## src/rtl/qsr_pkg.sv

```systemverilog
// Shared constants for the latched status register: byte count, bit
// positions and per-byte masks. Assumes three 8-bit status bytes.
package qsr_pkg;
    localparam int NUM_BYTES  = 3;
    localparam int BYTE_W     = 8;
    localparam int WARN_W     = 18;
    localparam int FLAT_W     = NUM_BYTES * BYTE_W;

    localparam int DEC_POS    = 0;   // byte 0
    localparam int EXT_POS    = 1;   // byte 0
    localparam int PVAL_POS   = 0;   // byte 1
    localparam int UVAL_POS   = 1;   // byte 1
    localparam int RVAL_POS   = 2;   // byte 1
    localparam int PIN_POS    = 3;   // byte 1

    typedef logic [BYTE_W-1:0] stbyte_t;

    // Bits that hold a latch (the live pin bit has none).
    function automatic stbyte_t used_mask(input int idx);
        return (idx == 1) ? stbyte_t'(8'hF7) : stbyte_t'(8'hFF);
    endfunction

    // Bits that a status read leaves alone.
    function automatic stbyte_t keep_mask(input int idx);
        return (idx == 1) ? stbyte_t'(8'h04) : stbyte_t'(8'h00);
    endfunction

    // Bits that count as errors rather than warnings.
    function automatic stbyte_t err_mask(input int idx);
        return (idx == 0) ? stbyte_t'(8'h03) : stbyte_t'(8'h00);
    endfunction
endpackage

```

## src/rtl/qsr_sync2.sv

```systemverilog
// Two-stage synchronizer for W asynchronous inputs.
// Assumes the inputs are level signals that hold for several clocks.
module qsr_sync2 #(
    parameter int W = 1
) (
    input  logic         clk,
    input  logic         rst_n,
    input  logic [W-1:0] d,
    output logic [W-1:0] q
);
    logic [W-1:0] stage1;

    // Move the inputs through two flops into the clock domain.
    always_ff @(posedge clk) begin
        if (!rst_n) begin
            stage1 <= '0;
            q      <= '0;
        end else begin
            stage1 <= d;
            q      <= stage1;
        end
    end
endmodule

```

## src/rtl/qsr_edge_guard.sv

```systemverilog
// Quadrature decode checker. It synchronizes A and B, finds their
// transitions, and flags a transition that follows the previous one within
// min_gap clocks, or A and B changing together. dec_err is a one-cycle
// combinational pulse. Assumes the reset levels of A and B are low.
module qsr_edge_guard #(
    parameter int GAP_W = 8
) (
    input  logic             clk,
    input  logic             rst_n,
    input  logic             a_in,
    input  logic             b_in,
    input  logic [GAP_W-1:0] min_gap,
    output logic             dec_err
);
    localparam logic [GAP_W-1:0] GAP_MAX = '1;

    logic [1:0]       ab_sync;
    logic [1:0]       ab_prev;
    logic [1:0]       ab_edge;
    logic             any_edge;
    logic [GAP_W-1:0] since_edge;

    qsr_sync2 #(.W(2)) u_sync (
        .clk   (clk),
        .rst_n (rst_n),
        .d     ({b_in, a_in}),
        .q     (ab_sync)
    );

    // Keep the previous synchronized levels for edge detection.
    always_ff @(posedge clk) begin
        if (!rst_n) ab_prev <= '0;
        else        ab_prev <= ab_sync;
    end

    // Find the transitions on each line.
    always_comb begin
        ab_edge  = ab_sync ^ ab_prev;
        any_edge = |ab_edge;
    end

    // Count clocks since the last transition, saturating at the top.
    always_ff @(posedge clk) begin
        if (!rst_n)                  since_edge <= GAP_MAX;
        else if (any_edge)           since_edge <= '0;
        else if (since_edge != GAP_MAX) since_edge <= since_edge + 1'b1;
    end

    // Flag a transition that comes too soon, or both lines changing at once.
    always_comb begin
        dec_err = (&ab_edge) || (any_edge && (since_edge < min_gap));
    end
endmodule

```

## src/rtl/qsr_flag_byte.sv

```systemverilog
// One status byte of set-dominant latches. Bits outside USED are tied low.
// A set in the same cycle as a clear wins.
module qsr_flag_byte
    import qsr_pkg::*;
#(
    parameter stbyte_t USED = 8'hFF
) (
    input  logic    clk,
    input  logic    rst_n,
    input  stbyte_t set_i,
    input  stbyte_t clr_i,
    output stbyte_t q
);
    for (genvar i = 0; i < BYTE_W; i++) begin : g_bit
        if (USED[i]) begin : g_latch
            // Latch the event, drop it on clear, set has priority.
            always_ff @(posedge clk) begin
                if (!rst_n)        q[i] <= 1'b0;
                else if (set_i[i]) q[i] <= 1'b1;
                else if (clr_i[i]) q[i] <= 1'b0;
            end
        end else begin : g_tie
            assign q[i] = 1'b0;
        end
    end
endmodule

```

## src/rtl/qsr_read_port.sv

```systemverilog
// One serial read port. It decodes the address against BASE, reports which
// status byte it hits this cycle, and registers the selected byte (or zero
// when no status byte is hit) on each strobe.
module qsr_read_port
    import qsr_pkg::*;
#(
    parameter int                ADDR_W = 8,
    parameter logic [ADDR_W-1:0] BASE   = 8'h48
) (
    input  logic                 clk,
    input  logic                 rst_n,
    input  logic                 rd_en,
    input  logic [ADDR_W-1:0]    addr,
    input  logic [FLAT_W-1:0]    view,
    output logic [NUM_BYTES-1:0] hit,
    output stbyte_t              data
);
    logic [ADDR_W-1:0] offset;
    stbyte_t           sel_byte;

    // Decode which status byte this strobe addresses.
    always_comb begin
        offset = addr - BASE;
        for (int i = 0; i < NUM_BYTES; i++) begin
            hit[i] = rd_en && (offset == ADDR_W'(i));
        end
    end

    // Select the addressed byte from the view.
    always_comb begin
        sel_byte = '0;
        for (int i = 0; i < NUM_BYTES; i++) begin
            if (hit[i]) sel_byte = view[i*BYTE_W +: BYTE_W];
        end
    end

    // Register the read result on each strobe.
    always_ff @(posedge clk) begin
        if (!rst_n)     data <= '0;
        else if (rd_en) data <= sel_byte;
    end
endmodule

```

## src/rtl/quad_status_reg.sv

```systemverilog
// Latched status and warning register. Three bytes latch event pulses and
// the quadrature decode error, and clear on status reads from either port.
// Exceptions: the reference-valid bit survives status reads, the two
// capture-valid bits also clear on their data register reads, and the
// probe pin bit is live. Assumes event inputs are synchronous pulses.
module quad_status_reg
    import qsr_pkg::*;
#(
    parameter int                ADDR_W    = 8,
    parameter logic [ADDR_W-1:0] BASE_ADDR = 8'h48,
    parameter int                GAP_W     = 8
) (
    input  logic              clk,
    input  logic              rst_n,
    input  logic              ab_a,
    input  logic              ab_b,
    input  logic [GAP_W-1:0]  min_gap,
    input  logic              ev_ext,
    input  logic [WARN_W-1:0] ev_warn,
    input  logic              ev_tpval,
    input  logic              ev_updval,
    input  logic              ev_rval,
    input  logic              tpi,
    input  logic              rd_probe,
    input  logic              rd_update,
    input  logic              pa_rd,
    input  logic [ADDR_W-1:0] pa_addr,
    output logic [7:0]        pa_data,
    input  logic              pb_rd,
    input  logic [ADDR_W-1:0] pb_addr,
    output logic [7:0]        pb_data,
    output logic              err_o,
    output logic              warn_o
);
    logic                 dec_err;
    logic                 pin_sync;
    logic [NUM_BYTES-1:0] hit_a;
    logic [NUM_BYTES-1:0] hit_b;
    logic [NUM_BYTES-1:0] hit_any;
    stbyte_t              set_v [NUM_BYTES];
    stbyte_t              clr_v [NUM_BYTES];
    stbyte_t              st_v  [NUM_BYTES];
    logic [FLAT_W-1:0]    st_flat;
    logic [FLAT_W-1:0]    view;

    qsr_edge_guard #(.GAP_W(GAP_W)) u_guard (
        .clk     (clk),
        .rst_n   (rst_n),
        .a_in    (ab_a),
        .b_in    (ab_b),
        .min_gap (min_gap),
        .dec_err (dec_err)
    );

    qsr_sync2 #(.W(1)) u_pin_sync (
        .clk   (clk),
        .rst_n (rst_n),
        .d     (tpi),
        .q     (pin_sync)
    );

    // Route event pulses to their bit positions.
    always_comb begin
        set_v[0] = {ev_warn[5:0], ev_ext, dec_err};
        set_v[1] = {ev_warn[9:6], 1'b0, ev_rval, ev_updval, ev_tpval};
        set_v[2] = ev_warn[17:10];
    end

    // Form the per-byte clears from both ports and the data register reads.
    always_comb begin
        hit_any = hit_a | hit_b;
        for (int i = 0; i < NUM_BYTES; i++) begin
            clr_v[i] = hit_any[i] ? ~keep_mask(i) : '0;
        end
        clr_v[1][PVAL_POS] = clr_v[1][PVAL_POS] | rd_probe;
        clr_v[1][UVAL_POS] = clr_v[1][UVAL_POS] | rd_update;
    end

    for (genvar g = 0; g < NUM_BYTES; g++) begin : g_byte
        qsr_flag_byte #(.USED(used_mask(g))) u_byte (
            .clk   (clk),
            .rst_n (rst_n),
            .set_i (set_v[g]),
            .clr_i (clr_v[g]),
            .q     (st_v[g])
        );
        assign st_flat[g*BYTE_W +: BYTE_W] = st_v[g];
    end

    // Build the readable view with the live pin in place.
    always_comb begin
        view = st_flat;
        view[BYTE_W + PIN_POS] = pin_sync;
    end

    qsr_read_port #(.ADDR_W(ADDR_W), .BASE(BASE_ADDR)) u_port_a (
        .clk   (clk),
        .rst_n (rst_n),
        .rd_en (pa_rd),
        .addr  (pa_addr),
        .view  (view),
        .hit   (hit_a),
        .data  (pa_data)
    );

    qsr_read_port #(.ADDR_W(ADDR_W), .BASE(BASE_ADDR)) u_port_b (
        .clk   (clk),
        .rst_n (rst_n),
        .rd_en (pb_rd),
        .addr  (pb_addr),
        .view  (view),
        .hit   (hit_b),
        .data  (pb_data)
    );

    // Summarize errors and warnings from the latched bits.
    always_comb begin
        err_o  = 1'b0;
        warn_o = 1'b0;
        for (int i = 0; i < NUM_BYTES; i++) begin
            err_o  = err_o  | (|(st_v[i] & err_mask(i)));
            warn_o = warn_o | (|(st_v[i] & ~err_mask(i)));
        end
    end
endmodule

```

## config.mk

```make
export PLATFORM = sky130hd
export DESIGN_NAME = quad_status_reg
export DESIGN_NICKNAME = d
export VERILOG_FILES = /design/src/rtl/qsr_pkg.sv /design/src/rtl/qsr_sync2.sv /design/src/rtl/qsr_edge_guard.sv /design/src/rtl/qsr_flag_byte.sv /design/src/rtl/qsr_read_port.sv /design/src/rtl/quad_status_reg.sv
export SDC_FILE = /design/constraint.sdc
export NUM_CORES = 1
export LEC_CHECK = 0
export ABC_AREA = 1
export BUFFER_PORTS_ARGS = -buffer_cell sky130_fd_sc_hd__buf_2
export CAP_MARGIN = 20
export CORE_ASPECT_RATIO = 1.2
export CORE_UTILIZATION = 57
export DETAILED_ROUTE_END_ITERATION = 16
export GPL_ROUTABILITY_DRIVEN = 0
export PLACE_DENSITY = 0.85
export RECOVER_POWER = 50
export REMOVE_ABC_BUFFERS = 1
export SKIP_LAST_GASP = 1
export SLEW_MARGIN = 20
export SYNTH_ARGS = -nofsm -noshare
export SYNTH_HDL_FRONTEND = slang
export SYNTH_SLANG_ARGS = --single-unit
```

## constraint.sdc

```tcl
create_clock -name clk -period 3.8 [get_ports clk]
set_clock_uncertainty 0.2 [all_clocks]
set_input_delay 0.76 -clock clk [delete_from_list [all_inputs] [get_ports clk]]
set_output_delay 0.76 -clock clk [all_outputs]
set_load 0.01 [all_outputs]
```

[Word level (Yosys, flattened, before mapping)]
Cells that the tools add are included.
Operators by class
  bitwise gates (word level): 6
  add/subtract/negate cells: 3
  reductions and logical operators: 40
  $lt $le $gt $ge: 1
  equality and inequality tests: 5
  muxes and demuxes: 57
Operators by type and width (count)
  $mux W8: 11
  $reduce_bool A2 Y1: 24
  $mux W1: 46
  $eq A8 B1 Y1 const B: 2
  $eq A8 B2 Y1 const B: 2
  $logic_not A8 Y1: 2
  $sub A8 B7 Y8 const B: 2
  $add A8 B1 Y8 const B: 1
  $lt A8 B8 Y1: 1
  $ne A8 B8 Y1 const B: 1
  $reduce_or A8 Y1: 1
  $logic_and A1 B1 Y1: 7
  $reduce_or A7 Y1: 1
  $reduce_or A6 Y1: 1
  $or A1 B1 Y1: 4
  $reduce_or A2 Y1: 2
  $or A3 B3 Y3: 1
  $reduce_and A2 Y1: 1
  $xor A2 B2 Y2: 1
  $logic_or A1 B1 Y1: 1
Word-level totals
  input bits: 55
  output and inout bits: 18
  word-level logic and storage cells: 143
  register bits: 55

[Depth between registers and ports, before layout]
  word-level depth: 8
  depth in mapped cells: 13
  gate-level depth less buffers: 12

[Hierarchy]
Synthesis repeated with hierarchy kept, for this count alone.
Unflattened totals
  cell total of the unflattened synthesis: 530
  area, all modules: 3452.1 um^2
Modules (own cells, without submodules)
  qsr_read_port: sequential area each 160.2 um^2, instances 2, cells an instance 125, area an instance 769.5 um^2
  qsr_edge_guard: sequential area each 200.2 um^2, instances 1, cells an instance 113, area an instance 739.5 um^2
  qsr_flag_byte (g_byte[0].u_byte ...): sequential area each 160.2 um^2, instances 2, cells an instance 41, area an instance 294.0 um^2
  qsr_flag_byte (g_byte[1].u_byte): sequential area each 140.1 um^2, instances 1, cells an instance 38, area an instance 295.3 um^2
  quad_status_reg: sequential area each 0.0 um^2, instances 1, cells an instance 29, area an instance 125.1 um^2
  qsr_sync2 (u_guard.u_sync): sequential area each 80.1 um^2, instances 1, cells an instance 12, area an instance 110.1 um^2
  qsr_sync2 (u_pin_sync): sequential area each 40.0 um^2, instances 1, cells an instance 6, area an instance 55.1 um^2

[Worst setup path before layout]
No wires, ideal clock.
  path type: input to register
  start: in pb_addr[3]
  end: reg g_byte[0].u_byte.q[0]
  arrival time: 1.989 ns
  setup time: 0.109 ns
  required time: 3.491 ns
  path buffers: 1
  stages on the path: 13
  slack: 1.502 ns
  cells stage by stage: inv_1 -> ha_1 -> inv_1 -> a21oi_2 -> nand2_1 -> nor2_4 -> and2_1 -> buf_6 -> nand2_4 -> nand3_2 -> nand3_1 -> nand2_1 -> inv_1
On the way
  cells in the longest elaborated chain, start to end: 6
RTL lines
  start, declared: RTL line quad_status_reg.sv:30  | input logic [ADDR_W-1:0] pb_addr,
  $sub A8 B7 Y8: RTL line qsr_read_port.sv:23  | offset = addr - BASE;
  $logic_not A8 Y1: RTL line qsr_read_port.sv:25  | hit[i] = rd_en && (offset == ADDR_W'(i));
  $logic_and A1 B1 Y1: RTL line qsr_read_port.sv:25
  $or A3 B3 Y3: RTL line quad_status_reg.sv:71  | hit_any = hit_a | hit_b;
  $mux W8: RTL line quad_status_reg.sv:73  | clr_v[i] = hit_any[i] ? ~keep_mask(i) : '0;
  $reduce_bool A2 Y1 (no line)
  end signal, assigned by index: RTL line qsr_flag_byte.sv:18  | if (!rst_n) q[i] <= 1'b0;
  end signal, assigned by index: RTL line qsr_flag_byte.sv:19  | else if (set_i[i]) q[i] <= 1'b1;
  end signal, assigned by index: RTL line qsr_flag_byte.sv:20  | else if (clr_i[i]) q[i] <= 1'b0;
  end, declared: RTL line qsr_flag_byte.sv:12  | output stbyte_t q
Every way passes these cells.
A chain may end at the register's enable or synchronous reset.

==> impl_metrics.json <==
{
  "yosysTopAreaCell": "dfxtp_1",
  "grt_max_degree": 31,
  "clock-sinks": 55,
  "drt_iter0_drc": 224,
  "drt_wl_total_mm": 7.16,
  "rrSetupSlack_ps": 2010,
  "crit_type": "primary input to flop",
  "r2r-end": "u_guard.since_edge[0]",
  "r2r_cells": 7,
  "drc": 0,
  "synthToLayoutAreaGrowth_pct": 15.5,
  "required_ps": 3790,
  "post_cts_resized": 0,
  "reg2reg_from": "u_guard.since_edge[3]",
  "avgViaCountPerCell": 5.50,
  "wl_per_cell_um": 13.3,
  "period_needed_ps": 2870,
  "drive_gt1_share_pct": 18.0,
  "die_x_um": 67.6,
  "holdPathEnd": "u_guard.u_sync.q[1]",
  "yosysWarnings": 0,
  "grt_pass1_wl_mm": 11.4,
  "p_clk_share_pct": 30.0,
  "ys_ff_latch": 55,
  "ant_nets": 0,
  "place.port_buffers": 72,
  "start_util_pct": 59.7,
  "min_from": "u_guard.u_sync.stage1[1]",
  "rsz0062_at_grt": "false",
  "switching_power_uw": 368,
  "syn_inst": 411,
  "synth_seq_area_share_pct": 37.4,
  "cp.arrival_ps": 2870,
  "clk_pin_slew_ps": 90,
  "combPwrFrac_pct": 18.3,
  "endpoint_kind": "flop",
  "grt_pass1_vias": 2618,
  "fmax_mhz": 348,
  "ir_drop_v": 0.000270,
  "syn_area_um2": 2950,
  "synth_top_cell_area_share_pct": 37.4,
  "final-setup-viol-count": 0,
  "hold_path_depth": 2,
  "hp-class": "flop to flop",
  "syn_area_per_cell_um2": 7.17,
  "ys_top_cells_by_area": "dfxtp_1, nand3_1, inv_1",
  "num_vias": 2967,
  "cts_inserted_buffers": 5,
  "hold_buffers": 0,
  "internal_power_uw": 908,
  "postCtsSetupBuffers": 0,
  "slew_violations": 0,
  "clockBufferDepth": 2,
  "antenna_cells": 0,
  "hpwl_mm": 5.41,
  "tns_ps": 0,
  "crit_path_start_kind": "primary input",
  "cts_max_level": 2,
  "p_leak_nw": 1.71,
  "num_rows": 28,
  "final_util_pct": 68.9,
  "clock-root-buffer": "clkbuf_8",
  "grt.total_usage_pct": 27.5,
  "power.density_nw_per_um2": 375,
  "coreArea_um2": 4940,
  "hold_violations": 0,
  "insertion_delay_ps": 310,
  "synth.distinct_cells": 37,
  "tightest_slew_ps": 1270,
  "die_y_um": 80.8,
  "relSlewSlack_pct": 15.4,
  "status": "completed",
  "p_seq_share_pct": 51.6,
  "worst-path-max-fanout": 30,
  "drv_cap": 0,
  "firstDrtPassIters": 6,
  "die_area_um2": 5460,
  "tritoncts": "done",
  "grt-ovfl-total": 0,
  "grt_antenna_before_repair": 0,
  "layout.nets": 543,
  "fin_crit_sh_pct": 75.7,
  "ios": 73,
  "switching_share_pct": 28.8,
  "power_mw": 1.28
}
==> sequential cells by signal, indices dropped and copies added (netlist names) <==
signal                 cells
g_byte.u_byte.q           23
u_guard.since_edge         8
u_port_a.data              8
u_port_b.data              8
u_guard.ab_prev            2
u_guard.u_sync.q           2
u_guard.u_sync.stage1      2
u_pin_sync.q               1
u_pin_sync.stage1          1
==> cells by family (layout without fill, tap and decap cells) <==
family | Yosys count | count (layout) | share of synthesized area [%]
flops | 55 | 55 | 37.4
simple gates | 208 | 208 | 36.3
fa+ha+maj | 10 | 10 | 4.25
buf+inv | 86 | 154 | 11.8
xor+xnor | 2 | 2 | 0.595
compound gates | 50 | 50 | 9.64
==> layout by cell type, fill, tap and decap left out, types with 2 or more instances in the layout <==
| cell type | count |
|---|---|
| o21ai_0 | 8 |
| o21a_1 | 8 |
| nand3b_1 | 2 |
| nor3_1 | 3 |
| dfxtp_1 | 55 |
| clkbuf_1 | 18 |
| a31oi_1 | 2 |
| nand2_1 | 65 |
| clkbuf_8 | 5 |
| or2_2 | 4 |
| inv_2 | 4 |
| nor2_4 | 3 |
| nand3_1 | 57 |
| nand2_2 | 4 |
| a21oi_1 | 28 |
| buf_2 | 54 |
| ha_1 | 10 |
| nor2_1 | 20 |
| nor4_1 | 5 |
| nand4_1 | 36 |
| nor2_2 | 2 |
| xnor2_1 | 2 |
| inv_1 | 68 |
==> synth_stat cells <==
library cell and instances:
inv_1 68, nand2_1 65, nand3_1 57, dfxtp_1 55, nand4_1 36, a21oi_1 28, nor2_1 20, ha_1 10
o21a_1 8, o21ai_0 8, nor4_1 5, buf_2 4, clkbuf_1 4, inv_2 4, nand2_2 4, or2_2 4
buf_4 3, nor2_4 3, nor3_1 3, a31oi_1 2, nand3b_1 2, nor2_2 2, xnor2_1 2, a211oi_1 1
a21boi_1 1, a21oi_2 1, and2_1 1, and3_1 1, buf_6 1, clkinv_1 1, inv_4 1, nand2_4 1
nand3_2 1, nand3_4 1, nor3_2 1, nor4_4 1, o21bai_1 1
==> stage by stage <==
stage	instances	worst slack [ps]	instance area, um2	hold slack, ps
CTS	539	1280	3430	220
floorplan	399	1280	2880	190
finish	539	925	3400	218
detailed placement	531	965	3310	197
global route	539	691	3400	234
global placement	531	1050	3310	193
==> how the worst max path moves through the flow <==
| stage | start | endpoint | slack [ps] |
|---|---|---|---|
| floorplan | pb_addr[3] | g_byte[0].u_byte.q[0] | 1280 |
| global placement | pb_addr[3] | g_byte[1].u_byte.q[0] | 1050 |
| detailed placement | pb_addr[3] | g_byte[1].u_byte.q[4] | 960 |
| CTS | pb_addr[3] | g_byte[1].u_byte.q[6] | 1280 |
| global route | rst_n | u_guard.since_edge[1] | 690 |
| finish | rst_n | u_guard.since_edge[0] | 930 |
==> layout make-up <==
type / count / area (um2)
clock buffers: 5 / 68.8
clock inverters: 3 / 43.8
fillers: 431 / 1540
inverters: 74 / 280
multi-input cells: 270 / 1500
flip-flops and latches: 55 / 1100
well taps: 60 / 75.1
repair buffers: 72 / 338
==> critical path: stages <==
cell,delay [ps]
clkbuf_1,900
inv_1,740
a31oi_1,330
o21ai_0,110
==> routing by layer <==
layer  share of wire [%]  track usage [%]
met5                   0                0
met1                  42             31.7
met2                  49             49.8
met4                 2.7             10.2
met3                 6.1             4.35
==> power groups by stage <==
stage	Combinational, mW	Clock [mW]	Sequential, mW
after detailed placement	0.233	0	0.669
after global placement	0.222	0	0.668
after global routing	0.270	0.417	0.662
final	0.234	0.383	0.659
after CTS	0.235	0.394	0.656
after floorplan	0.162	0	0.654
No activity file was read; power rests on OpenSTA's default activity.
